==> src/rtl/io_arb_pkg.sv <==
// Shared types for the line direction arbiter.
// Assumes: the line encoding is 1 = released (pulled high), 0 = driven low.
package io_arb_pkg;

    // Arbiter direction states
    typedef enum logic [1:0] {
        ARB_IDLE   = 2'd0,
        ARB_C2H    = 2'd1,
        ARB_H2C    = 2'd2
    } arb_state_t;

    // Index of each line in the synchronizer bank
    localparam int LINE_CARD  = 0;
    localparam int LINE_HOST  = 1;
    localparam int NUM_LINES  = 2;

endpackage

==> src/rtl/io_line_sync.sv <==
// Bank of line synchronizers with edge detection.
// Each line passes through SYNC_STAGES flip-flops. The last stage is then
// compared with its previous value to produce single-cycle fall and rise pulses.
// Assumes: SYNC_STAGES >= 2. Lines reset to the released (high) level.
module io_line_sync #(
    parameter int LINES       = 2,
    parameter int SYNC_STAGES = 2
) (
    input  logic             clk,
    input  logic             rst_n,
    input  logic [LINES-1:0] line_i,
    output logic [LINES-1:0] level_o,
    output logic [LINES-1:0] fall_o,
    output logic [LINES-1:0] rise_o
);

    localparam int LAST = SYNC_STAGES - 1;

    for (genvar g = 0; g < LINES; g++) begin : g_line
        logic [LAST:0] stg_q;
        logic          prev_q;

        // Shift the raw line through the synchronizer chain
        always_ff @(posedge clk) begin
            if (!rst_n) stg_q <= '1;
            else        stg_q <= {stg_q[LAST-1:0], line_i[g]};
        end

        // Remember the last synchronized level for edge detection
        always_ff @(posedge clk) begin
            if (!rst_n) prev_q <= 1'b1;
            else        prev_q <= stg_q[LAST];
        end

        // Decode level and edges of the synchronized line
        always_comb begin
            level_o[g] = stg_q[LAST];
            fall_o[g]  = prev_q & ~stg_q[LAST];
            rise_o[g]  = ~prev_q & stg_q[LAST];
        end
    end

endmodule

==> src/rtl/io_dir_fsm.sv <==
// Direction state machine for the half-duplex relay.
// From idle, the first synchronized falling edge picks the source side; the
// card side wins a tie. A rising edge on the source side, or loss of the
// active qualifier, returns the machine to idle. Edges on the copying side
// are not looked at while a direction is held.
// Assumes: edge inputs are single-cycle pulses from the synchronizer.
module io_dir_fsm
    import io_arb_pkg::*;
(
    input  logic       clk,
    input  logic       rst_n,
    input  logic       active_i,
    input  logic       card_fall_i,
    input  logic       card_rise_i,
    input  logic       host_fall_i,
    input  logic       host_rise_i,
    output arb_state_t state_o
);

    arb_state_t state_q;
    arb_state_t state_d;

    // Next-state selection
    always_comb begin
        state_d = state_q;
        if (!active_i) begin
            state_d = ARB_IDLE;
        end else begin
            unique case (state_q)
                ARB_IDLE: begin
                    if (card_fall_i)      state_d = ARB_C2H;
                    else if (host_fall_i) state_d = ARB_H2C;
                end
                ARB_C2H:  if (card_rise_i) state_d = ARB_IDLE;
                ARB_H2C:  if (host_rise_i) state_d = ARB_IDLE;
                default:  state_d = ARB_IDLE;
            endcase
        end
    end

    // State register
    always_ff @(posedge clk) begin
        if (!rst_n) state_q <= ARB_IDLE;
        else        state_q <= state_d;
    end

    assign state_o = state_q;

endmodule

==> src/rtl/io_drive_ctrl.sv <==
// Drive-low output decode.
// The copying side is pulled low only while the source side's synchronized
// level is low. The card side is also held low whenever reception is not yet
// allowed. All gating is combinational, so loss of the enable releases the
// outputs without waiting for a clock edge.
// Assumes: state comes from io_dir_fsm; levels come from io_line_sync.
module io_drive_ctrl
    import io_arb_pkg::*;
(
    input  arb_state_t state_i,
    input  logic       relay_en_i,
    input  logic       rx_enable_i,
    input  logic       card_level_i,
    input  logic       host_level_i,
    output logic       card_drive_lo_o,
    output logic       host_drive_lo_o
);

    logic active;

    // Combine the qualifiers and decode each output
    always_comb begin
        active          = relay_en_i & rx_enable_i;
        host_drive_lo_o = active & (state_i == ARB_C2H) & ~card_level_i;
        card_drive_lo_o = ~rx_enable_i |
                          (active & (state_i == ARB_H2C) & ~host_level_i);
    end

endmodule

==> src/rtl/io_dir_arbiter.sv <==
// Top level of the half-duplex line direction arbiter, one per line pair.
// Synchronizes both lines, picks the direction from the first falling edge,
// and drives the copying side low while the source side is low.
// Assumes: external pull-ups; drive outputs control open-drain pads.
module io_dir_arbiter
    import io_arb_pkg::*;
#(
    parameter int SYNC_STAGES = 2
) (
    input  logic clk,
    input  logic rst_n,
    input  logic relay_en,
    input  logic rx_enable,
    input  logic card_in,
    input  logic host_in,
    output logic card_drive_lo,
    output logic host_drive_lo
);

    logic [NUM_LINES-1:0] raw_lines;
    logic [NUM_LINES-1:0] lvl;
    logic [NUM_LINES-1:0] fall;
    logic [NUM_LINES-1:0] rise;
    logic                 active;
    arb_state_t           state_q;

    // Gather the raw lines into the synchronizer bank order
    always_comb begin
        raw_lines            = '0;
        raw_lines[LINE_CARD] = card_in;
        raw_lines[LINE_HOST] = host_in;
        active               = relay_en & rx_enable;
    end

    io_line_sync #(
        .LINES      (NUM_LINES),
        .SYNC_STAGES(SYNC_STAGES)
    ) sync_i (
        .clk    (clk),
        .rst_n  (rst_n),
        .line_i (raw_lines),
        .level_o(lvl),
        .fall_o (fall),
        .rise_o (rise)
    );

    io_dir_fsm fsm_i (
        .clk        (clk),
        .rst_n      (rst_n),
        .active_i   (active),
        .card_fall_i(fall[LINE_CARD]),
        .card_rise_i(rise[LINE_CARD]),
        .host_fall_i(fall[LINE_HOST]),
        .host_rise_i(rise[LINE_HOST]),
        .state_o    (state_q)
    );

    io_drive_ctrl drv_i (
        .state_i        (state_q),
        .relay_en_i     (relay_en),
        .rx_enable_i    (rx_enable),
        .card_level_i   (lvl[LINE_CARD]),
        .host_level_i   (lvl[LINE_HOST]),
        .card_drive_lo_o(card_drive_lo),
        .host_drive_lo_o(host_drive_lo)
    );

endmodule

==> config.mk <==
export PLATFORM = sky130hd
export DESIGN_NAME = io_dir_arbiter
export DESIGN_NICKNAME = d
export VERILOG_FILES = /design/src/rtl/io_arb_pkg.sv /design/src/rtl/io_line_sync.sv /design/src/rtl/io_dir_fsm.sv /design/src/rtl/io_drive_ctrl.sv /design/src/rtl/io_dir_arbiter.sv
export SDC_FILE = /design/constraint.sdc
export NUM_CORES = 1
export LEC_CHECK = 0
export BUFFER_PORTS_ARGS = -buffer_cell sky130_fd_sc_hd__buf_2
export CAP_MARGIN = 10
export CORE_AREA = 10 10 47 49
export DETAILED_ROUTE_END_ITERATION = 8
export DIE_AREA = 0 0 57 59
export PLACE_DENSITY = 0.38
export SYNTH_ARGS = -nofsm -noshare
export SYNTH_HDL_FRONTEND = slang
export SYNTH_SLANG_ARGS = --single-unit
==> constraint.sdc <==
create_clock -name clk -period 0.85 [get_ports clk]
set_input_delay 0.085 -clock clk [delete_from_list [all_inputs] [get_ports clk]]
set_output_delay 0.085 -clock clk [all_outputs]
set_load 0.1 [all_outputs]
# [Yosys cells after proc, flatten, opt, wreduce, memory -nomap -nowiden]
# Cells that the tools add are included.
[op_classes] muxes=5 reduce_logical=3 bitwise_logic=15 n_eq_ne=5
[ops] cell="bitwise AND 1 bit" n=9
[ops] cell="2-to-1 mux 2 bit" n=4
[ops] cell="one-hot mux 2 bit (3 select lines)" n=1
[ops] cell="inverter 1 bit" n=5
[ops] cell="!= test 2 bit, second input constant" n=2
[ops] cell="!= test 3 x 1 -> 1 bit, second input constant" n=1
[ops] cell="AND reduction 3 bit" n=1
[ops] cell="== test 2 x 1 -> 1 bit, second input constant" n=1
[ops] cell="== test 2 bit, second input constant" n=1
[ops] cell="zero test 2 bit" n=1
[ops] cell="AND reduction 2 bit" n=1
[ops] cell="bitwise OR 1 bit" n=1
[word_totals] register_bits=8 output_inout_bits=2

# [Logic depth before layout (Yosys ltp)]
# Gate-level depths: netlist of the first run.
[depth] depth_word=5 ltp_mapped=3 mapped_depth_nobuf=3

# [Cells and area by module]
# A second synthesis of the first run with hierarchy kept.
[hier_totals] hier_cells=32 hier_area_um2=324.1
[modules_own_cells] module="io_line_sync" seq_area_each_um2=120.1 cells_per_inst=18 n_inst=1 area_per_inst_um2=197.7
[modules_own_cells] module="io_dir_fsm" seq_area_each_um2=40.0 cells_per_inst=9 n_inst=1 area_per_inst_um2=92.6
[modules_own_cells] module="io_drive_ctrl" seq_area_each_um2=0.0 cells_per_inst=4 n_inst=1 area_per_inst_um2=27.5
[modules_own_cells] module="io_dir_arbiter" seq_area_each_um2=0.0 cells_per_inst=1 n_inst=1 area_per_inst_um2=6.3

# [Worst setup path before layout of the first run]
# OpenSTA, ideal clock, no wires.
[synth_path] path_kind="register to output" from="register fsm_i.state_q[1] (netlist: fsm_i.state_o[1])" to="output host_drive_lo" path_slack_ns=-2.713 n_path_buf=0 t_arrival_ns=3.478 path_stages_with_launch=2 cell_sequence="dfxtp_1 -> nor4b_1"
[synth_between] elab_chain_cells=3
[synth_rtl] item="start, declared" line="io_dir_fsm.sv:20" source="arb_state_t state_q;"
[synth_rtl] item="start signal, assigned" line="io_dir_fsm.sv:44" source="else state_q <= state_d;"
[synth_rtl] item="== test 2 x 1 -> 1 bit" line="io_drive_ctrl.sv:24" source="host_drive_lo_o = active & (state_i == ARB_C2H) & ~card_level_i;"
[synth_rtl] item="bitwise AND 1 bit (2 in a row)" line="io_drive_ctrl.sv:24"
[synth_rtl] item="end, declared" line="io_dir_arbiter.sv:17" source="output logic host_drive_lo"
# Every way passes these cells.

# [Final worst setup path of the first run]
[layout_path] from="register sync_i.g_line[0].stg_q[1]" to="output host_drive_lo"
[layout_between] elab_chain_cells=2
[layout_rtl] item="start, declared" line="io_line_sync.sv:20" source="logic [LAST:0] stg_q;"
[layout_rtl] item="start signal, assigned" line="io_line_sync.sv:26" source="else stg_q <= {stg_q[LAST-1:0], line_i[g]};"
[layout_rtl] item="inverter 1 bit" line="io_drive_ctrl.sv:24"
[layout_rtl] item="bitwise AND 1 bit" line="io_drive_ctrl.sv:24"
# Every way passes these cells.

==> results of run 1 <==
-- Yosys cell counts --
| master | n | share of area |
|---|---|---|
| dfxtp_1 | 8 | 0.56 |
| nand2_1 | 4 | 0.053 |
| nand2b_1 | 3 | 0.066 |
| inv_1 | 2 | 0.026 |
| nand4b_1 | 2 | 0.061 |
| or2b_1 | 2 | 0.053 |
| a2111oi_2 | 1 | 0.053 |
| a21oi_1 | 1 | 0.018 |
| inv_2 | 1 | 0.013 |
| nand3_1 | 1 | 0.018 |
| nor4b_1 | 1 | 0.031 |
| o21ai_0 | 1 | 0.018 |
| o21ai_2 | 1 | 0.031 |
-- flip-flops by register name (all words and copies together), names as in the netlist --
name and flops:
sync_i.g_line.stg_q 4, fsm_i.state_o 2, sync_i.g_line.prev_q 2
-- power breakdown --
group | switching, mW | total, mW | leakage (nW) | internal (mW)
Clock | 0.118 | 0.279 | 0.0138 | 0.161
Combinational | 0.0478 | 0.0922 | 0.121 | 0.0444
Sequential | 0.00629 | 0.395 | 0.0663 | 0.389
-- what timing repair did --
item                                    CTS  global route
setup buffers                             0             1
resized for setup                         0             1
pin swaps                                 0             1
endpoints found under the setup margin    3             4
-- kinds of logic (layout without fill, tap and decap cells) --
logic type | after synthesis | in the layout
compound gates | 4 | 4
buf+inv | 3 | 20
flops | 8 | 8
simple gates | 13 | 13
-- layout make-up --
type	instances	area, sq um
repair buffers	14	118
fillers	140	930
well taps	16	20.0
clock buffers	3	22.5
inverters	3	11.3
flip-flops and latches	8	164
multi-input cells	17	136
-- worst max path at each step --
| stage | startpoint | to | slack, ps | cells after the start |
|---|---|---|---|---|
| floorplan | sync_i.g_line[0].stg_q[1]$_SDFF_PN1_ | host_drive_lo | -640 | 1 |
| global placement | sync_i.g_line[0].stg_q[1]$_SDFF_PN1_ | host_drive_lo | -60 | 2 |
| detailed placement | sync_i.g_line[0].stg_q[1]$_SDFF_PN1_ | host_drive_lo | -80 | 2 |
| CTS | sync_i.g_line[0].stg_q[1]$_SDFF_PN1_ | host_drive_lo | -360 | 2 |
| global route | sync_i.g_line[0].stg_q[1]$_SDFF_PN1_ | host_drive_lo | -390 | 2 |
| finish | sync_i.g_line[0].stg_q[1]$_SDFF_PN1_ | host_drive_lo | -340 | 2 |
-- per-layer routing --
metal / vias to the layer above / share of wire
li1: 133 / -
met1: 96 / 0.43
met2: 8 / 0.47
met3: 0 / 0.096
met4: 0 / 0
met5: - / 0
-- worst reg2reg max path, delay by kind of cell (launching register included) --
| kind | cells | cell delay [ps] |
|---|---|---|
| buffers and inverters | 1 | 110 |
| AO/OA/AOI/OAI | 2 | 380 |
| flip-flops | 1 | 340 |
==> flow_summary.yaml, run 1 <==
run_status:
  status: "complete, but fails checks"
  failed_checks: "setup timing"
route:
  avgViaCountPerCell: 3.89
  firstDrtPassIters: 2
  drt-initial-drc-count: 2
  wl_microns: 592
  antenna_left: 0
  wire_per_inst_microns: 9.70
  vias: 237
  remaining_drc_errors: 0
sta:
  rsz0062_at_grt: "yes"
  skew_ps: 3.13
  setup_violations: 3
  hold_slack_ps: 12.7
  setup-tns-final_ps: -731
  final_hold_viol_count: 0
  fmax_mhz: 843
  period_needed_ps: 1190
  maxSlewViolCount: 0
  layout_setup_ws_ps: -336
  timing.slew.headroom: 0.831
  worst_pin_slew_ps: 252
  fin_crit_sh: 1.40
clock_tree:
  ctsHoldBuffers: 0
  cts_buffer_depth: 2
  clk_pin_slew_ps: 50
  cts_max_level: 1
  cts_made_buffers: 3
  cts-root-buf: "clkbuf_4"
  cts_sinks: 8
  cts_tree: "built"
  insertion_delay_ps: 250
cells_and_area:
  nets: 53
  fin_cells: 61
  final_area_sq_um: 472
  diodes: 0
  fin_util: 0.337
  final_common_cell: "buf_4"
  layout-drive-gt1-share: 0.556
  synthToLayoutAreaGrowth_pct: 65.4
  most-common-layout-cells: "buf_4, buf_2, dfxtp_1"
yosys:
  syn_nets: 34
  ys_warn_count: 0
  ys_seq_elements: 8
  synthMuxAreaShare: 0
  synth_area_sq_um: 285
  synth_top_family_by_area: "simple AND/OR/NAND/NOR gates"
  synth_fa_ha_area_frac: 0
  syn_avg_cell_area_sq_um: 10.2
  synth_xor_area_frac: 0
  synth_compound_area_frac: 0.118
  yosysSeqAreaShare: 0.561
  yosys.area_share.simple: 0.281
  yosysUniqueCellTypes: 13
  synthCells: 28
setup_path:
  required_ps: 760
  critPathTopFamily: "flip-flops"
  cp_max_fo: 3
  cpPeakStageDelay_ps: 340
  arrival_ps: 1100
  end_kind: "output pin"
  r2r_end: "fsm_i.state_o[0]$_SDFFE_PN0P_"
  r2r_setup_slack_ps: -90
  r2r_start: "fsm_i.state_o[0]$_SDFFE_PN0P_"
  worstPathCellList: "nor4b_4, buf_12"
  reg2reg_depth: 3
  worstSetupPathType: "reg -> out"
  cp_slowest_cell: "dfxtp_2"
  critical_path_buf_inv_count: 1
  start_kind: "register"
global_route:
  grt.overflow.total: 0
  use_met1: 0.0368
  groute.usage.overall: 0.0415
  grt_util_met2: 0.0543
  grtUsageMet3: 0.0322
  busiest_layer: "met2"
  grt_first_pass_wirelength_mm: 1.00
  grt_max_degree: 9
  grt_pass1_vias: 258
  grt_antenna_before_repair: 0
placed_design:
  gp_congestion: 0.701
  placed_cell_area_sq_um: 442
  dp_hpwl_microns: 501
  port_buffers: 7
  dpl.cell_count: 57
  dp_slack_ps: -81.5
hold_path:
  min_to: "sync_i.g_line[0].stg_q[0]$_SDFF_PN1_"
  hold_path.startpoint: "card_in"
  min_delay_path_depth: 2
  min_path_type: "in -> reg"
floorplanning:
  core-area_sq_um: 1400
  dieWidth_microns: 57
  initial_utilization: 0.204
  rows: 14
  die_y_microns: 59
  io_pins: 8
  dieArea_sq_um: 3360
power:
  fin_total_pwr_mw: 0.766
  leakage_nw: 0.201
  powerDensity_nw_per_um2: 1620
  vdd.ir_drop.worst_uv: 666
job:
  cap_viol_max_count: 0
(Power assumes the default switching activity.)
==> run 2: changes to the inputs <==
--- a/config.mk
+++ b/config.mk
@@ -11,6 +11,8 @@
 export DETAILED_ROUTE_END_ITERATION = 8
 export DIE_AREA = 0 0 57 59
 export PLACE_DENSITY = 0.38
+export SETUP_SLACK_MARGIN = 0.5
+export SKIP_CTS_REPAIR_TIMING = 1
 export SYNTH_ARGS = -nofsm -noshare
 export SYNTH_HDL_FRONTEND = slang
 export SYNTH_SLANG_ARGS = --single-unit
==> run 2 against run 1 <==
The run still ends with setup timing left. Sequential cell count unchanged. Worst hold slack gained 1.8 ps. Via count rose by 13%. Worst setup slack worse by 0.84 ps. Highest routed layer unchanged. Final cell count unchanged. Critical path depth unchanged. Critical endpoint unchanged. Clock-buffer cell count did not move.
==> flow_summary.yaml, run 2 (synthesized netlist as in run 1, its figures left out) <==
run_status:
  status: "complete, but fails checks"
  failed_checks: "setup timing"
floorplanning:
  initial_utilization: 0.204
  rows: 14
  dieWidth_microns: 57
  die_y_microns: 59
  io_pins: 8
  core-area_sq_um: 1400
  dieArea_sq_um: 3360
cells_and_area:
  largest_register: "sync_i.g_line.stg_q"
  nets: 53
  final_area_sq_um: 520
  diodes: 0
  layout-drive-gt1-share: 0.733
  fillers: 158
  synthToLayoutAreaGrowth_pct: 82.5
  final_common_cell: "buf_4"
  fin_cells: 61
  largest_register_ffs: 4
  most-common-layout-cells: "buf_4, buf_2, dfxtp_1"
clock_tree:
  cts_buffer_depth: 2
  cts_made_buffers: 3
  insertion_delay_ps: 250
  cts-root-buf: "clkbuf_4"
  cts_sinks: 8
  cts_tree: "built"
  cts_max_level: 1
  clk_pin_slew_ps: 50
sta:
  setup_violations: 3
  period_needed_ps: 1190
  layout_setup_ws_ps: -337
  worst_pin_slew_ps: 258
  final_hold_viol_count: 0
  fin_crit_sh: 1.40
  hold_slack_ps: 14.6
  rsz0062_at_grt: "yes"
  timing.slew.headroom: 0.827
  skew_ps: 3.97
  maxSlewViolCount: 0
  setup-tns-final_ps: -818
  fmax_mhz: 842
setup_path:
  required_ps: 760
  cp_max_fo: 3
  cp_slowest_cell: "dfxtp_2"
  cpPeakStageDelay_ps: 340
  arrival_ps: 1100
  critical_path_buf_inv_count: 1
  r2r_setup_slack_ps: -170
  critPathTopFamily: "flip-flops"
  worstPathCellList: "nor4b_4, buf_12"
  end_kind: "output pin"
  r2r_start: "sync_i.g_line[0].stg_q[1]$_SDFF_PN1_"
  worstSetupPathType: "reg -> out"
  crit_end: "host_drive_lo"
  r2r_end: "fsm_i.state_o[0]$_SDFFE_PN0P_"
  startpoint: "fsm_i.state_o[1]$_SDFFE_PN0P_"
  start_kind: "register"
  cp.depth: 2
  reg2reg_depth: 4
placed_design:
  dp_hpwl_microns: 512
  gp_congestion: 0.710
  port_buffers: 7
  dpl.cell_count: 56
  placed_cell_area_sq_um: 434
route:
  drt-initial-drc-count: 3
  vias: 267
  remaining_drc_errors: 0
  avgViaCountPerCell: 4.38
  wl_microns: 689
  firstDrtPassIters: 4
  wire_per_inst_microns: 11.3
  antenna_left: 0
global_route:
  grt_antenna_before_repair: 0
  grt_max_degree: 9
  grt.overflow.total: 0
  grt_first_pass_wirelength_mm: 1.17
  groute.usage.overall: 0.0467
  grt_pass1_vias: 285
job:
  cap_viol_max_count: 0
power:
  vdd.ir_drop.worst_uv: 671
  powerDensity_nw_per_um2: 1510
  leakage_nw: 0.223
hold_path:
  min_path_type: "in -> reg"
==> run 2: cell counts in the layout (fill, tap and decap cells not counted) <==
No cell type changed its count.
==> run 2: area by class of cell <==
cell class	count	area [sq um]	area share
Sequential cell	8	168	0.322
Multi-Input combinational cell	17	165	0.317
Inverter	3	13.8	0.0264
Tap cell	16	20.0	0.0385
Clock buffer	3	22.5	0.0433
Timing Repair Buffer	14	131	0.252
==> run 2: where the power goes <==
part / switching, mW / internal [mW] / total (mW)
combinational: 0.0550 / 0.0562 / 0.111
sequential: 0.00866 / 0.387 / 0.396
clock: 0.117 / 0.161 / 0.278
==> run 2: metal layers <==
metal | up-vias | track usage | wire [microns]
met1 | 128 | 0.0393 | 263
met4 | 0 | 0.0503 | 0
li1 | 131 | - | -
met3 | 0 | 0.0322 | 59
met2 | 8 | 0.0698 | 366
met5 | - | 0 | 0
==> run 2: how the worst min path moves through the flow <==
| stage | cells past startpoint | from | to |
|---|---|---|---|
| 6_report | 2 | card_in | sync_i.g_line[0].stg_q[0]$_SDFF_PN1_ |
| 4_1_cts | 2 | host_in | sync_i.g_line[1].stg_q[0]$_SDFF_PN1_ |
| 3_5_place_dp | 2 | host_in | sync_i.g_line[1].stg_q[0]$_SDFF_PN1_ |
| 5_1_grt | 2 | card_in | sync_i.g_line[0].stg_q[0]$_SDFF_PN1_ |
| 3_3_place_gp | 2 | card_in | sync_i.g_line[0].stg_q[0]$_SDFF_PN1_ |
| 2_1_floorplan | 1 | rst_n | sync_i.g_line[1].prev_q$_SDFF_PN1_ |
==> run 2: stage by stage <==
step	total power [mW]	utilization	worst slack [ps]
global route	0.845	0.371	-406
CTS	0.787	0.326	-372
global placement	0.491	0.310	-104
finish	0.785	0.371	-337
floorplan	0.445	-	-643
detailed placement	0.494	0.310	-141
==> run 3: changes to the inputs <==
--- a/config.mk
+++ b/config.mk
@@ -11,8 +11,10 @@
 export DETAILED_ROUTE_END_ITERATION = 8
 export DIE_AREA = 0 0 57 59
 export PLACE_DENSITY = 0.38
+export RECOVER_POWER = 50
 export SETUP_SLACK_MARGIN = 0.5
 export SKIP_CTS_REPAIR_TIMING = 1
+export SLEW_MARGIN = 20
 export SYNTH_ARGS = -nofsm -noshare
 export SYNTH_HDL_FRONTEND = slang
 export SYNTH_SLANG_ARGS = --single-unit
==> run 3 against run 2 <==
Clock skew hardly changed. Non-clock buffer count stayed put. Sequential share of layout area is 0.71 points higher. Via count is 1.5% lower. Power is 0.66% lower. Final cell count stayed put. The run still ends with setup timing left. Register-to-register slack hardly changed. Fmax is 0.20% lower. Combinational power is 5% lower. Die area stayed put. Critical path type unchanged. Worst hold slack worse by 0.57 ps. Cell area is 2.2% lower. Largest cell class unchanged.
==> flow_summary.yaml, run 3 (synthesized netlist as in run 1, its figures left out) <==
clock_tree:
  cts_sinks: 8
  cts_tree: "built"
  insertion_delay_ps: 250
  cts_made_buffers: 3
  cts_buffer_depth: 2
  clk_pin_slew_ps: 50
  cts_max_level: 1
  cts-root-buf: "clkbuf_4"
floorplanning:
  rows: 14
  dieWidth_microns: 57
  die_y_microns: 59
  dieArea_sq_um: 3360
  initial_utilization: 0.204
  io_pins: 8
  core-area_sq_um: 1400
setup_path:
  cp_max_fo: 3
  required_ps: 760
  end_kind: "output pin"
  arrival_ps: 1100
  start_kind: "register"
  worstSetupPathType: "reg -> out"
global_route:
  grt_first_pass_wirelength_mm: 1.17
  groute.usage.overall: 0.0467
  grt_antenna_before_repair: 0
  grt.overflow.total: 0
  grt_max_degree: 9
  grt_pass1_vias: 285
route:
  antenna_left: 0
  firstDrtPassIters: 2
  drt-initial-drc-count: 4
  vias: 263
  remaining_drc_errors: 0
  avgViaCountPerCell: 4.31
  wire_per_inst_microns: 11.5
  wl_microns: 701
power:
  leakage_nw: 0.211
  powerDensity_nw_per_um2: 1530
  vdd.ir_drop.worst_uv: 671
sta:
  hold_slack_ps: 14.0
  fin_crit_sh: 1.40
  layout_setup_ws_ps: -340
  rsz0062_at_grt: "yes"
  setup-tns-final_ps: -820
  setup_violations: 3
  worst_pin_slew_ps: 362
  timing.slew.headroom: 0.759
  period_needed_ps: 1190
  fmax_mhz: 841
  final_hold_viol_count: 0
  maxSlewViolCount: 0
  skew_ps: 4.33
cells_and_area:
  layout-drive-gt1-share: 0.689
  nets: 53
  fin_util: 0.363
  largest_register_ffs: 4
  largest_register: "sync_i.g_line.stg_q"
  fillers: 158
  regArea_sq_um: 168
  most-common-layout-cells: "buf_2, buf_4, dfxtp_1"
  multiInputGateArea_sq_um: 158
  synthToLayoutAreaGrowth_pct: 78.5
  diodes: 0
placed_design:
  gp_congestion: 0.710
  dp_hpwl_microns: 512
  port_buffers: 7
run_status:
  failed_checks: "setup timing"
  status: "complete, but fails checks"
hold_path:
  min_path_type: "in -> reg"
job:
  cap_viol_max_count: 0
## run 3: layout make-up
type,count,share of cell area
tap,16,0.0393
sequential,8,0.329
timing repair buffer,14,0.251
clock buffer,3,0.0442
inverter,3,0.0270
multi-input combinational,17,0.310
## run 3: critical path: stages, from the launching register on
cell	delay, ps
dfxtp_2	340
nor4b_4	310
buf_12	210
## run 3: stage by stage
step / worst slack, ps / instance area [sq um] / total power, mW / std cells
after floorplan: -643 / 312 / 0.445 / 28
after global placement: -104 / 434 / 0.491 / 56
after detailed placement: -141 / 434 / 0.494 / 56
after CTS: -372 / 457 / 0.787 / 59
after global routing: -406 / 509 / 0.839 / 61
final: -340 / 509 / 0.779 / 61
## run 3: worst paths after layout
path | start | endpoint | slack (ps) | depth (start not counted)
max | fsm_i.state_o[1]$_SDFFE_PN0P_ | host_drive_lo | -340 | 2
min | card_in | sync_i.g_line[0].stg_q[0]$_SDFF_PN1_ | 10 | 2
max reg2reg | sync_i.g_line[0].stg_q[1]$_SDFF_PN1_ | fsm_i.state_o[0]$_SDFFE_PN0P_ | -170 | 4
min reg2reg | sync_i.g_line[1].stg_q[0]$_SDFF_PN1_ | sync_i.g_line[1].stg_q[1]$_SDFF_PN1_ | 410 | 1
## run 3: power by group
part | total [mW] | switching (mW) | internal, mW
clock network | 0.278 | 0.118 | 0.161
registers | 0.395 | 0.00844 | 0.387
logic | 0.106 | 0.0540 | 0.0519
## run 3: routing by layer
layer	up-vias	share of wire	GRT usage
li1	130	-	-
met1	125	0.40	0.0393
met2	8	0.52	0.0698
met3	0	0.083	0.0322
met4	0	0	0.0503
met5	-	0	0
